[src/rtl/apwm_pkg.sv]
package apwm_pkg;
  localparam int DATA_W   = 32;
  localparam int CTRL_W   = 16;
  localparam int ADDR_W   = 6;
  localparam int MODE_BIT = 9;
  localparam int RUN_BIT  = 4;

  localparam logic [ADDR_W-1:0] OFS_CNT  = 6'h00;
  localparam logic [ADDR_W-1:0] OFS_CAP1 = 6'h08;
  localparam logic [ADDR_W-1:0] OFS_CAP2 = 6'h0C;
  localparam logic [ADDR_W-1:0] OFS_PRD  = 6'h10;
  localparam logic [ADDR_W-1:0] OFS_CMP  = 6'h14;
  localparam logic [ADDR_W-1:0] OFS_CTRL = 6'h2A;

  // strobes from the decoder to the datapath
  typedef struct packed {
    logic              cntLoad;
    logic              cap1Wr;
    logic              cap2Wr;
    logic              prdShWr;
    logic              prdDirWr;
    logic              cmpShWr;
    logic              cmpDirWr;
    logic              runEn;
    logic              pwmMode;
    logic [DATA_W-1:0] wrVal;
  } strobe_t;
endpackage

[src/rtl/apwm_ctrl.sv]
module apwm_ctrl
  import apwm_pkg::*;
(
  input  logic              clk,
  input  logic              rstN,
  input  logic              wrEn,
  input  logic [ADDR_W-1:0] wrAddr,
  input  logic [DATA_W-1:0] wrData,
  output logic [CTRL_W-1:0] ctrlWord,
  output strobe_t           stb
);
  logic hitCnt, hitPrd, hitCmp, hitCtrl;

  always_comb begin
    hitCnt  = wrEn && (wrAddr == OFS_CNT);
    hitPrd  = wrEn && (wrAddr == OFS_PRD);
    hitCmp  = wrEn && (wrAddr == OFS_CMP);
    hitCtrl = wrEn && (wrAddr == OFS_CTRL);
  end

  always_ff @(posedge clk or negedge rstN) begin
    if (!rstN)        ctrlWord <= '0;
    else if (hitCtrl) ctrlWord <= wrData[CTRL_W-1:0];
  end

  always_comb begin
    stb.pwmMode  = ctrlWord[MODE_BIT];
    stb.runEn    = ctrlWord[RUN_BIT];
    stb.cntLoad  = hitCnt;
    stb.cap1Wr   = wrEn && (wrAddr == OFS_CAP1);
    stb.cap2Wr   = wrEn && (wrAddr == OFS_CAP2);
    stb.prdShWr  = hitPrd && ctrlWord[MODE_BIT];
    stb.prdDirWr = hitPrd && !ctrlWord[MODE_BIT];
    stb.cmpShWr  = hitCmp && ctrlWord[MODE_BIT];
    stb.cmpDirWr = hitCmp && !ctrlWord[MODE_BIT];
    stb.wrVal    = wrData;
  end


  ctrl_load_chk: assert property (@(posedge clk) disable iff (!rstN)
    (wrEn && wrAddr == OFS_CTRL) |=> ctrlWord == $past(wrData[CTRL_W-1:0]));


  strobe_onehot_chk: assert property (@(posedge clk) disable iff (!rstN)
    $onehot0({stb.cntLoad, stb.cap1Wr, stb.cap2Wr, stb.prdShWr,
              stb.prdDirWr, stb.cmpShWr, stb.cmpDirWr}));
endmodule

[src/rtl/apwm_dp.sv]
module apwm_dp
  import apwm_pkg::*;
(
  input  logic              clk,
  input  logic              rstN,
  input  strobe_t           stb,
  output logic [DATA_W-1:0] cntQ,
  output logic [DATA_W-1:0] cap1Q,
  output logic [DATA_W-1:0] cap2Q,
  output logic [DATA_W-1:0] prdAct,
  output logic [DATA_W-1:0] cmpAct,
  output logic              pwmQ
);
  logic [DATA_W-1:0] prdSh, cmpSh;
  logic atEnd, wrapNow;

  always_comb begin
    atEnd   = cntQ >= prdAct;
    wrapNow = stb.runEn && stb.pwmMode && !stb.cntLoad && atEnd;
  end

  always_ff @(posedge clk or negedge rstN) begin
    if (!rstN)            cntQ <= '0;
    else if (stb.cntLoad) cntQ <= stb.wrVal;
    else if (wrapNow)     cntQ <= '0;
    else if (stb.runEn)   cntQ <= cntQ + 1'b1;
  end

  always_ff @(posedge clk or negedge rstN) begin
    if (!rstN) begin
      prdSh  <= '0;
      prdAct <= '0;
      cmpSh  <= '0;
      cmpAct <= '0;
    end else begin
      if (wrapNow) begin
        prdAct <= prdSh;
        cmpAct <= cmpSh;
      end
      if (stb.prdShWr || stb.prdDirWr) prdSh  <= stb.wrVal;
      if (stb.prdDirWr)                prdAct <= stb.wrVal;
      if (stb.cmpShWr || stb.cmpDirWr) cmpSh  <= stb.wrVal;
      if (stb.cmpDirWr)                cmpAct <= stb.wrVal;
    end
  end

  always_ff @(posedge clk or negedge rstN) begin
    if (!rstN) begin
      cap1Q <= '0;
      cap2Q <= '0;
      pwmQ  <= 1'b0;
    end else begin
      if (stb.cap1Wr) cap1Q <= stb.wrVal;
      if (stb.cap2Wr) cap2Q <= stb.wrVal;
      pwmQ <= stb.pwmMode && (cntQ < cmpAct);
    end
  end


  cnt_hold_chk: assert property (@(posedge clk) disable iff (!rstN)
    (!stb.runEn && !stb.cntLoad) |=> $stable(cntQ));


  cnt_load_chk: assert property (@(posedge clk) disable iff (!rstN)
    stb.cntLoad |=> cntQ == $past(stb.wrVal));


  wrap_zero_chk: assert property (@(posedge clk) disable iff (!rstN)
    (stb.runEn && stb.pwmMode && !stb.cntLoad && cntQ >= prdAct) |=> cntQ == '0);


  cnt_step_chk: assert property (@(posedge clk) disable iff (!rstN)
    (stb.runEn && !stb.cntLoad && !(stb.pwmMode && cntQ >= prdAct))
      |=> cntQ == $past(cntQ) + 1'b1);


  active_hold_chk: assert property (@(posedge clk) disable iff (!rstN)
    (stb.pwmMode && (!stb.runEn || stb.cntLoad || cntQ < prdAct))
      |=> ($stable(prdAct) && $stable(cmpAct)));


  direct_load_chk: assert property (@(posedge clk) disable iff (!rstN)
    stb.prdDirWr |=> prdAct == $past(stb.wrVal));


  cmp_zero_low_chk: assert property (@(posedge clk) disable iff (!rstN)
    (stb.pwmMode && cmpAct == '0) |=> !pwmQ);


  cmp_above_high_chk: assert property (@(posedge clk) disable iff (!rstN)
    (stb.pwmMode && cmpAct > prdAct && cntQ <= prdAct) |=> pwmQ);


  capture_low_chk: assert property (@(posedge clk) disable iff (!rstN)
    !stb.pwmMode |=> !pwmQ);
endmodule

[src/rtl/apwm_timer.sv]
module apwm_timer
  import apwm_pkg::*;
(
  input  logic              clk,
  input  logic              rstN,
  input  logic              wrEn,
  input  logic [ADDR_W-1:0] wrAddr,
  input  logic [DATA_W-1:0] wrData,
  input  logic [ADDR_W-1:0] rdAddr,
  output logic [DATA_W-1:0] rdData,
  output logic              pwmOut
);
  strobe_t           stb;
  logic [CTRL_W-1:0] ctrlWord;
  logic [DATA_W-1:0] cntQ, cap1Q, cap2Q, prdAct, cmpAct;

  apwm_ctrl u_ctrl (
    .clk      (clk),
    .rstN     (rstN),
    .wrEn     (wrEn),
    .wrAddr   (wrAddr),
    .wrData   (wrData),
    .ctrlWord (ctrlWord),
    .stb      (stb)
  );

  apwm_dp u_dp (
    .clk    (clk),
    .rstN   (rstN),
    .stb    (stb),
    .cntQ   (cntQ),
    .cap1Q  (cap1Q),
    .cap2Q  (cap2Q),
    .prdAct (prdAct),
    .cmpAct (cmpAct),
    .pwmQ   (pwmOut)
  );

  always_comb begin
    case (rdAddr)
      OFS_CNT:  rdData = cntQ;
      OFS_CAP1: rdData = cap1Q;
      OFS_CAP2: rdData = cap2Q;
      OFS_PRD:  rdData = prdAct;
      OFS_CMP:  rdData = cmpAct;
      OFS_CTRL: rdData = {{(DATA_W-CTRL_W){1'b0}}, ctrlWord};
      default:  rdData = '0;
    endcase
  end
endmodule

[config.mk]
export PLATFORM = sky130hd
export DESIGN_NAME = apwm_timer
export DESIGN_NICKNAME = d
export VERILOG_FILES = /design/src/rtl/apwm_pkg.sv /design/src/rtl/apwm_ctrl.sv /design/src/rtl/apwm_dp.sv /design/src/rtl/apwm_timer.sv
export SDC_FILE = /design/constraint.sdc
export NUM_CORES = 1
export LEC_CHECK = 0
export BUFFER_PORTS_ARGS = -buffer_cell sky130_fd_sc_hd__buf_2
export CAP_MARGIN = 20
export CORE_MARGIN = 2
export CORE_UTILIZATION = 40
export DETAILED_ROUTE_END_ITERATION = 6
export PLACE_DENSITY = 0.66
export SLEW_MARGIN = 20
export SYNTH_ARGS = -nofsm -noshare
export SYNTH_HDL_FRONTEND = slang
export SYNTH_SLANG_ARGS = --single-unit
[constraint.sdc]
create_clock -name clk -period 2.4 [get_ports clk]
set_clock_uncertainty 0.05 [all_clocks]
set_input_delay 0.36 -clock clk [delete_from_list [all_inputs] [get_ports clk]]
set_output_delay 0.36 -clock clk [all_outputs]
set_load 0.03 [all_outputs]
-- Word-level counts from Yosys, hierarchy flattened
Index checks and enable logic that the tools add are counted.
- bits in writable memories: 0
- logic and storage cells: 53
- memories kept: 0
- memory bits (read-only): 0
- output and inout bits: 33
- input bits: 47
- register bits after elaboration: 241
- bits in latches: 0
- $add $sub $neg: 1
- reductions and logical operators: 23
- bitwise operators: 0
- multipliers: 0
- shift-type cells: 0
- $lt $le $gt $ge: 2
- div/mod/pow operators: 0
- eq/ne operators: 10
- mux-type cells: 8
- operator list (kind ; number):
    2-to-1 mux 32 bit ; 7
    one-hot mux 32 bit (6 select lines) ; 1
    adder 32 x 1 -> 32 bit (second input constant) ; 1
    greater-or-equal comparator 32 bit ; 1
    less-than comparator 32 bit ; 1
    equality test 6 x 4 -> 1 bit (second input constant) ; 4
    equality test 6 x 5 -> 1 bit (second input constant) ; 4
    logical AND 1 bit ; 14
    equality test 6 bit (second input constant) ; 2
    zero test 6 bit ; 2
    nonzero test 2 bit ; 2
    nonzero test 3 bit ; 1
    zero test 1 bit ; 2
    logical OR 1 bit ; 2

-- Logic depth before layout (Yosys ltp)
Gate-level depths: netlist (run 1).
- depth in word-level cells: 7
- gate-level depth with buffers: 11
- depth with buffers taken out: 9

-- By module
Synthesis (run 1) repeated with hierarchy kept, for this count alone.
- cell total of the unflattened synthesis: 1369
- area, all modules: 14303.7 µm²
- modules (own cells, without submodules) (module ; seq. area each (µm²) ; area each (µm²) ; times used ; cells an instance):
    apwm_dp ; 5630.4 ; 11622.4 ; 1 ; 1057
    apwm_timer ; 0.0 ; 1726.7 ; 1 ; 225
    apwm_ctrl ; 400.4 ; 954.7 ; 1 ; 87

-- Worst setup path before layout (run 1)
No wires, ideal clock.
- kind: flip-flop to flip-flop
- from: register u_dp.cntQ[0]
- to: register u_dp.cntQ[8]
- setup slack: -0.175 ns
- data required time: 2.268 ns
- cell stages (with the launch flop): 10
- setup time: 0.082 ns
- arrival time: 2.443 ns
- period minus slack after synthesis: 2.575 ns
- buffers on the path: 0
- path through: dfrtp_1 > inv_1 > ha_1 > nand2b_1 > a2111oi_0 > a211o_2 > a311oi_4 > or2_2 > or4_1 > a31oi_1
- longest elaborated chain between the ends: 4
- elaborated cells on any way between the ends: 7
- classes of those cells: add/sub: 1; order compare: 1; mux: 3; reduce/logical: 2
- RTL lines (what ; line ; RTL):
    start: declaration ; apwm_dp.sv:7 ; output logic [DATA_W-1:0] cntQ,
    start signal: assignment ; apwm_dp.sv:24 ; else if (stb.cntLoad) cntQ <= stb.wrVal;
    start signal: assignment ; apwm_dp.sv:26 ; else if (stb.runEn) cntQ <= cntQ + 1'b1;
    adder 32 x 1 -> 32 bit / greater-or-equal comparator 32 bit (equally long branches) ; apwm_dp.sv:26, apwm_dp.sv:18 ;
    2-to-1 mux 32 bit / logical AND 1 bit (equally long branches) ; apwm_dp.sv:26, apwm_dp.sv:19 ;
    2-to-1 mux 32 bit ; apwm_dp.sv:25 ; else if (wrapNow) cntQ <= '0;
    2-to-1 mux 32 bit ; apwm_dp.sv:24 ;
Several ways; a longest one is shown, not always the timed one. The select of a mux whose other input is x is not followed.
A chain may end at the register's enable or synchronous reset.

-- Worst setup path after layout (run 1)
- from: register u_dp.cntQ[29]
- to: register u_dp.prdAct[14]
- longest elaborated chain between the ends: 3
- RTL lines (what ; line ; RTL):
    greater-or-equal comparator 32 bit ; apwm_dp.sv:18 ; atEnd = cntQ >= prdAct;
    logical AND 1 bit ; apwm_dp.sv:19 ; wrapNow = stb.runEn && stb.pwmMode && !stb.cntLoad && atEnd;
    nonzero test 2 bit (no source line) ; - ;
    end signal: assignment ; apwm_dp.sv:37 ; prdAct <= prdSh;
    end signal: assignment ; apwm_dp.sv:41 ; if (stb.prdDirWr) prdAct <= stb.wrVal;
    end: declaration ; apwm_dp.sv:10 ; output logic [DATA_W-1:0] prdAct,
No other way between the ends.

==> results of run 1 <==
-- power by group --
group	internal, mW	total, mW	switching [mW]
sequential	5.07	5.74	0.663
combinational	3.20	6.48	3.28
clock	2.58	4.24	1.66
-- kinds of logic after synthesis --
logic type / after synthesis
xor gates and xnor gates: 13
buffers and inverters: 136
muxes: 207
and+or+nand+nor: 328
AOI/OAI and AO/OA: 237
adders and majority gates: 64
DFF: 241
-- sequential cells by signal, summed over array words and instances (netlist names) --
signal and flops:
u_dp.pwmQ 1, u_dp.prdAct 32, u_ctrl.ctrlWord 16, u_dp.cmpSh 32, u_dp.prdSh 32, u_dp.cap1Q 32, u_dp.cmpAct 32, u_dp.cntQ 32
u_dp.cap2Q 32
-- path summary, 6_finish.rpt --
check / start / to / slack (ns) / depth (start not counted)
worst max-delay path: u_dp.cntQ[29]$_DFFE_PN0P_ / u_dp.prdAct[14]$_DFFE_PN0P_ / -0.34 / 11
worst min-delay path: wrData[12] / u_dp.cntQ[12]$_DFFE_PN0P_ / 0.07 / 3
worst max register to register: u_dp.cntQ[29]$_DFFE_PN0P_ / u_dp.prdAct[14]$_DFFE_PN0P_ / -0.34 / 11
worst min register to register: u_dp.cmpSh[16]$_DFFE_PN0P_ / u_dp.cmpSh[16]$_DFFE_PN0P_ / 0.46 / 1
max in group asynchronous: rstN / u_dp.cap2Q[2]$_DFFE_PN0P_ / 1.31 / 3
min in group asynchronous: rstN / u_dp.cmpSh[10]$_DFFE_PN0P_ / 0.36 / 2
-- critical path, stage by stage (launching register included) --
cell and delay, ns:
dfrtp_2 0.42, ha_4 0.29, nand4_4 0.12, nor4_4 0.29, buf_4 0.16, o211ai_1 0.11, a311oi_4 0.31, o21a_4 0.24
buf_8 0.15, clkbuf_16 0.17, mux2i_1 0.21, a21oi_1 0.09
-- layout by cell type (no fill, tap or decap), types with 15 or more instances in the layout --
cell,n
mux2_2,143
a22o_1,15
dfrtp_1,240
ha_1,55
buf_12,21
a222oi_1,31
a22oi_1,17
nor2_1,98
a21oi_1,99
clkbuf_16,33
o211ai_1,15
buf_4,113
nand4_1,19
inv_1,64
buf_2,75
nand2_1,123
mux2i_1,63
-- area by class of cell --
type	instances	area share [%]
clock buffer	37	4.53
clock inverter	9	0.908
timing repair buffer	231	12.2
inverter	67	1.53
sequential	241	36.8
tap	402	3.07
multi-input combinational	849	40.9
-- metal layers --
metal	up-vias	track usage, %	share of wire [%]
met5	-	0	0
met4	0	7.33	3.7
met3	76	2.71	5.5
li1	4825	-	-
met1	5217	28.7	44
met2	309	36.0	47
-- through the flow --
stage | instances | hold slack [ns]
detailed placement | 1767 | 0.339
floorplan | 1226 | 0.0144
finish | 1836 | 0.0698
CTS | 1825 | 0.0517
global route | 1836 | 0.0789
global placement | 1767 | 0.337
-- repair_timing --
action,4_1_cts,5_1_grt
hold buffers,1,0
buffers inserted,10,10
setup endpoints to repair,98,115
endpoints found under the hold margin,64,0
pin swaps,26,50
gates resized for setup,61,49
gates cloned,1,7
==> results.txt, run 1 <==
----------------------------------------------------
[Routing]
  Final routed wire length divided by cell count ... 20.2 um
  DRC violation count after routing ... 0
  WL final ... 37.0 mm
  Via Count ... 10427
  DR iter-0 viols ... 777
  Remaining antenna violation count after routing ... 0
  Number of detailed-route iterations in the first pass ... 6
  Number of vias per cell after detailed routing ... 5.68

[CTS]
  Clock-pin slew on the worst setup and hold paths ... 0.06 ns
  CTS H-tree depth ... 1
  Buffer cell driving the clock tree root ... clkbuf_16
  TritonCTS Buffers ... 27
  Skew-Pair Late Insertion Delay ... 0.54 ns
  Number of buffers on the longest clock path ... 3
  CTS tree ... done
  CTS Sinks ... 241

[Cells and area]
  Multi-input combinational cell area ... 0.00671 mm^2
  Final Instance Area ... 0.0164 mm^2
  Final core utilization ... 51.7%
  Share of cells above drive strength 1 ... 33.5%
  Register area ... 0.00603 mm^2
  Final layout net count ... 1528
  Filler cells ... 2788
  Synthesis-to-layout area growth ... 26.8%
  Final antenna diode count ... 0

[STA]
  Relative slew slack ... 60.1%
  RSZ-0062 raised after global routing ... true
  Worst Max-Slew Pin Slew ... 0.599 ns
  Final critical-path required period ... 2.74 ns
  Setup-failing EPs final ... 94
  Peak Freq ... 365 MHz
  Sum of negative setup slack ... -21.32 ns
  Crit share post-route ... 114%
  PnR worst setup slack ... -0.341 ns
  Count of pins over their slew limit ... 0
  Final number of hold-violating endpoints ... 0

[GRT]
  Total GRT Usage ... 21.4%
  First-pass GRT wire length ... 57.3 mm
  Number of antenna violations at the first check in global routing ... 0
  Largest net degree at the start of global routing ... 71
  Leftover overflow at the end of global routing ... 0
  Vias in the first global route ... 10424

[Logic synthesis]
  Count of flip-flops with a built-in enable after synthesis ... 0
  Top cell type's share of synthesized area ... 46.6%
  Predominant post-synthesis flop cell ... dfrtp_1
  Total standard cell area after synthesis ... 0.0129 mm^2
  Flip-flop and latch count after synthesis ... 241
  Net count after synthesis ... 1337
  Parity-gate share of the synthesized area counting xor and xnor cells ... 0.881%
  Ys Warns ... 0
  Number of distinct library cell variants in the gate-level netlist after synthesis ... 53
  Proportion of synthesized chip area in sequential cells ... 46.6%
  Cell types with the highest counts after synthesis ... dfrtp_1, mux2_2, nand2_1, a21oi_1, nor2_1
  Library cell with the highest instance count after synthesis ... dfrtp_1
  Fraction of synthesis flops using an asynchronous set or reset pin ... 100%
  Arithmetic-cell share of the synthesized area counting full adders, half adders and majority gates ... 6.19%
  Simple-Gate Fraction of Synth Area ... 11.4%
  Combinational family with the most area after synthesis ... multiplexers
  Post-synthesis mux area share ... 17.4%
  Share of the synthesized area in compound gates (AO/OA/AOI/OAI) ... 12.6%
  Number of standard cells after synthesis ... 1226
  Most area-hungry cell type in the Yosys netlist ... dfrtp_1
  Average footprint of a synthesized cell ... 10.5 um^2
  Largest cells by area after synthesis ... dfrtp_1, mux2_2, ha_1, mux2i_1, a21oi_1

[Floorplanning]
  Floorplan row count ... 65
  Area of the core ... 0.0317 mm^2
  Die Area ... 0.0338 mm^2
  # IOs ... 80
  Die outline height ... 184 um
  Floorplan die width ... 184 um
  Initial cell density of the core ... 40.8%

[Place]
  Placed standard-cell area ... 0.0147 mm^2
  Routability congestion estimate from global placement ... 0.880
  Detailed Place HPWL ... 24.1 mm
  Dpl ws ... -0.677 ns
  Number of buffers inserted by port buffering ... 79

[Power]
  IR Drop Worst-Case VDD ... 0.766 mV
  Total power draw ... 16.5 mW
  Pleak ... 7.70 nW
  Areal power density over the cells ... 1000 mW/mm^2

[Run status]
  Run status ... finished with violations
  Violations in the final reports ... negative setup slack

[Worst setup path]
  Path type of the worst setup path ... reg -> reg
  Largest fanout on the critical path ... 5
  Required time worst endpoint ... 2.76 ns
  Arr. time, crit path ... 3.10 ns
  Crit start category ... register
  Kind of end point of the critical path ... register

[Run]
  Total of max-cap violations ... 0

[Hold path]
  Worst hold path type ... in -> reg

----------------------------------------------------
Power figures use the tool's default switching activity.
==> inputs of run 2 (changes only) <==
--- a/config.mk
+++ b/config.mk
@@ -15,3 +15,4 @@
 export SYNTH_ARGS = -nofsm -noshare
 export SYNTH_HDL_FRONTEND = slang
 export SYNTH_SLANG_ARGS = --single-unit
+export TNS_END_PERCENT = 20
==> results.txt, run 2 (synthesis results as in run 1) <==
----------------------------------------------------
[Power]
  Pleak ... 7.61 nW
  IR Drop Worst-Case VDD ... 0.628 mV
  Areal power density over the cells ... 992 mW/mm^2

[CTS]
  Skew-Pair Late Insertion Delay ... 0.55 ns
  CTS H-tree depth ... 1
  CTS Sinks ... 241
  Buffer cell driving the clock tree root ... clkbuf_16
  CTS tree ... done
  TritonCTS Buffers ... 27
  Number of buffers on the longest clock path ... 3
  Clock-pin slew on the worst setup and hold paths ... 0.06 ns

[Run status]
  Run status ... finished with violations
  Violations in the final reports ... negative setup slack

[Hold path]
  Worst hold path type ... in -> reg
  Worst Hold Endpoint ... u_dp.cntQ[19]$_DFFE_PN0P_
  Cells on Worst Hold Path ... 3
  Hold Path Origin ... wrData[19]

[GRT]
  Largest net degree at the start of global routing ... 81
  Total GRT Usage ... 21.2%
  Leftover overflow at the end of global routing ... 0
  Number of antenna violations at the first check in global routing ... 0
  First-pass GRT wire length ... 57.2 mm
  Vias in the first global route ... 10729

[Floorplanning]
  Die outline height ... 184 um
  Floorplan die width ... 184 um
  Die Area ... 0.0338 mm^2
  Initial cell density of the core ... 40.8%
  # IOs ... 80
  Area of the core ... 0.0317 mm^2
  Floorplan row count ... 65

[Place]
  Number of buffers inserted by port buffering ... 79
  Routability congestion estimate from global placement ... 0.846
  Dpl ws ... -0.386 ns
  Detailed Place HPWL ... 24.6 mm

[STA]
  Relative slew slack ... 55.6%
  Peak Freq ... 368 MHz
  Setup-failing EPs final ... 92
  Final critical-path required period ... 2.72 ns
  Worst Max-Slew Pin Slew ... 0.666 ns
  PnR worst setup slack ... -0.320 ns
  Crit share post-route ... 113%
  Count of pins over their slew limit ... 0
  Final number of hold-violating endpoints ... 0
  Sum of negative setup slack ... -22.51 ns
  RSZ-0062 raised after global routing ... true
  Post-route worst hold slack ... 0.0518 ns

[Run]
  Total of max-cap violations ... 0

[Cells and area]
  Synthesis-to-layout area growth ... 23.9%
  Final antenna diode count ... 0
  Most common cell after layout, fill and taps aside ... dfrtp_1
  Most used cells in the layout excluding fill and tap cells ... dfrtp_1, mux2_2, nand2_1, buf_4, a21oi_1
  Final layout net count ... 1529
  Filler cells ... 2875
  Share of cells above drive strength 1 ... 31.9%

[Worst setup path]
  Number of cells traversed by the worst register-to-register path ... 11
  Endpoint of the most critical register-to-register path ... u_dp.prdAct[11]$_DFFE_PN0P_
  Path type of the worst setup path ... reg -> reg
  Reg-to-Reg Start ... u_dp.cntQ[25]$_DFFE_PN0P_
  Crit start category ... register
  Internal reg-to-reg setup slack ... -0.32 ns
  Kind of end point of the critical path ... register
  Arr. time, crit path ... 3.07 ns
  Largest fanout on the critical path ... 6
  Required time worst endpoint ... 2.75 ns

[Routing]
  DRC violation count after routing ... 0
  Remaining antenna violation count after routing ... 0
  Number of vias per cell after detailed routing ... 5.62
  Number of detailed-route iterations in the first pass ... 5
  DR iter-0 viols ... 736
  Via Count ... 10331
  WL final ... 36.0 mm
  Final routed wire length divided by cell count ... 19.6 um

----------------------------------------------------
==> run 2: changes by cell type in the layout (fill, tap and decap cells not counted), sizes merged <==
cell and delta:
bufinv -3, clkbuf -2, clkinv +2, buf +5, inv +1
==> run 2: area by class of cell <==
class	count	area (um^2)	share of cell area (%)
multi-input combinational	849	6480	40.4
sequential	241	6030	37.6
timing repair buffer	232	1890	11.8
clock buffer	39	791	4.93
tap	402	503	3.14
inverter	67	251	1.57
clock inverter	9	77.6	0.484
==> run 2: per-stage QoR <==
step	cells	power, mW	cell area, um^2	util (%)
after detailed placement	1773	11.3	14800	46.6
after global routing	1839	17.0	16000	50.5
final	1839	15.9	16000	50.5
after floorplan	1226	9.00	13000	-
after CTS	1832	15.7	15800	50.0
after global placement	1773	11.1	14800	46.6
==> run 2: how the worst max path moves through the flow <==
stage,start,end
after floorplan,u_dp.cntQ[0]$_DFFE_PN0P_,u_dp.cntQ[8]$_DFFE_PN0P_
after global placement,u_dp.cntQ[13]$_DFFE_PN0P_,u_dp.cntQ[8]$_DFFE_PN0P_
after detailed placement,u_dp.cntQ[15]$_DFFE_PN0P_,u_dp.cntQ[8]$_DFFE_PN0P_
after CTS,u_dp.cntQ[25]$_DFFE_PN0P_,u_dp.prdAct[20]$_DFFE_PN0P_
after global routing,u_dp.prdAct[25]$_DFFE_PN0P_,u_dp.prdAct[3]$_DFFE_PN0P_
final,u_dp.cntQ[25]$_DFFE_PN0P_,u_dp.prdAct[11]$_DFFE_PN0P_
==> run 2: power breakdown <==
part           switching (mW)  internal (mW)  leakage [nW]
registers               0.674           5.08          3.17
logic                    3.09           3.01          4.00
clock network            1.67           2.38         0.435
total                    5.44           10.5          7.61
==> run 2: repair_timing <==
action	CTS	global route
gates resized for setup	31	22
gates cloned	0	3
setup endpoints to repair	96	126
endpoints found under the hold margin	75	0
pin swaps	55	14
buffers inserted	10	4
hold buffers	1	0
==> run 2: worst max-delay path, stage by stage (launching register included) <==
cell and delay, ns:
dfrtp_1 0.39, ha_1 0.30, nand4_1 0.14, nor4_2 0.31, buf_4 0.17, o211ai_1 0.14
a311oi_4 0.29, o21a_4 0.21, buf_12 0.13, clkbuf_16 0.17, mux2i_1 0.19, a21oi_1 0.09
==> run 2: routing by layer <==
layer | routed length (um) | share of wire [%] | up-vias | track usage [%]
met5 | 0 | 0 | - | 0
met4 | 988 | 2.7 | 0 | 6.34
met3 | 1780 | 4.9 | 65 | 2.38
met2 | 17300 | 48 | 309 | 36.6
met1 | 16000 | 44 | 5135 | 28.1
li1 | - | - | 4822 | -
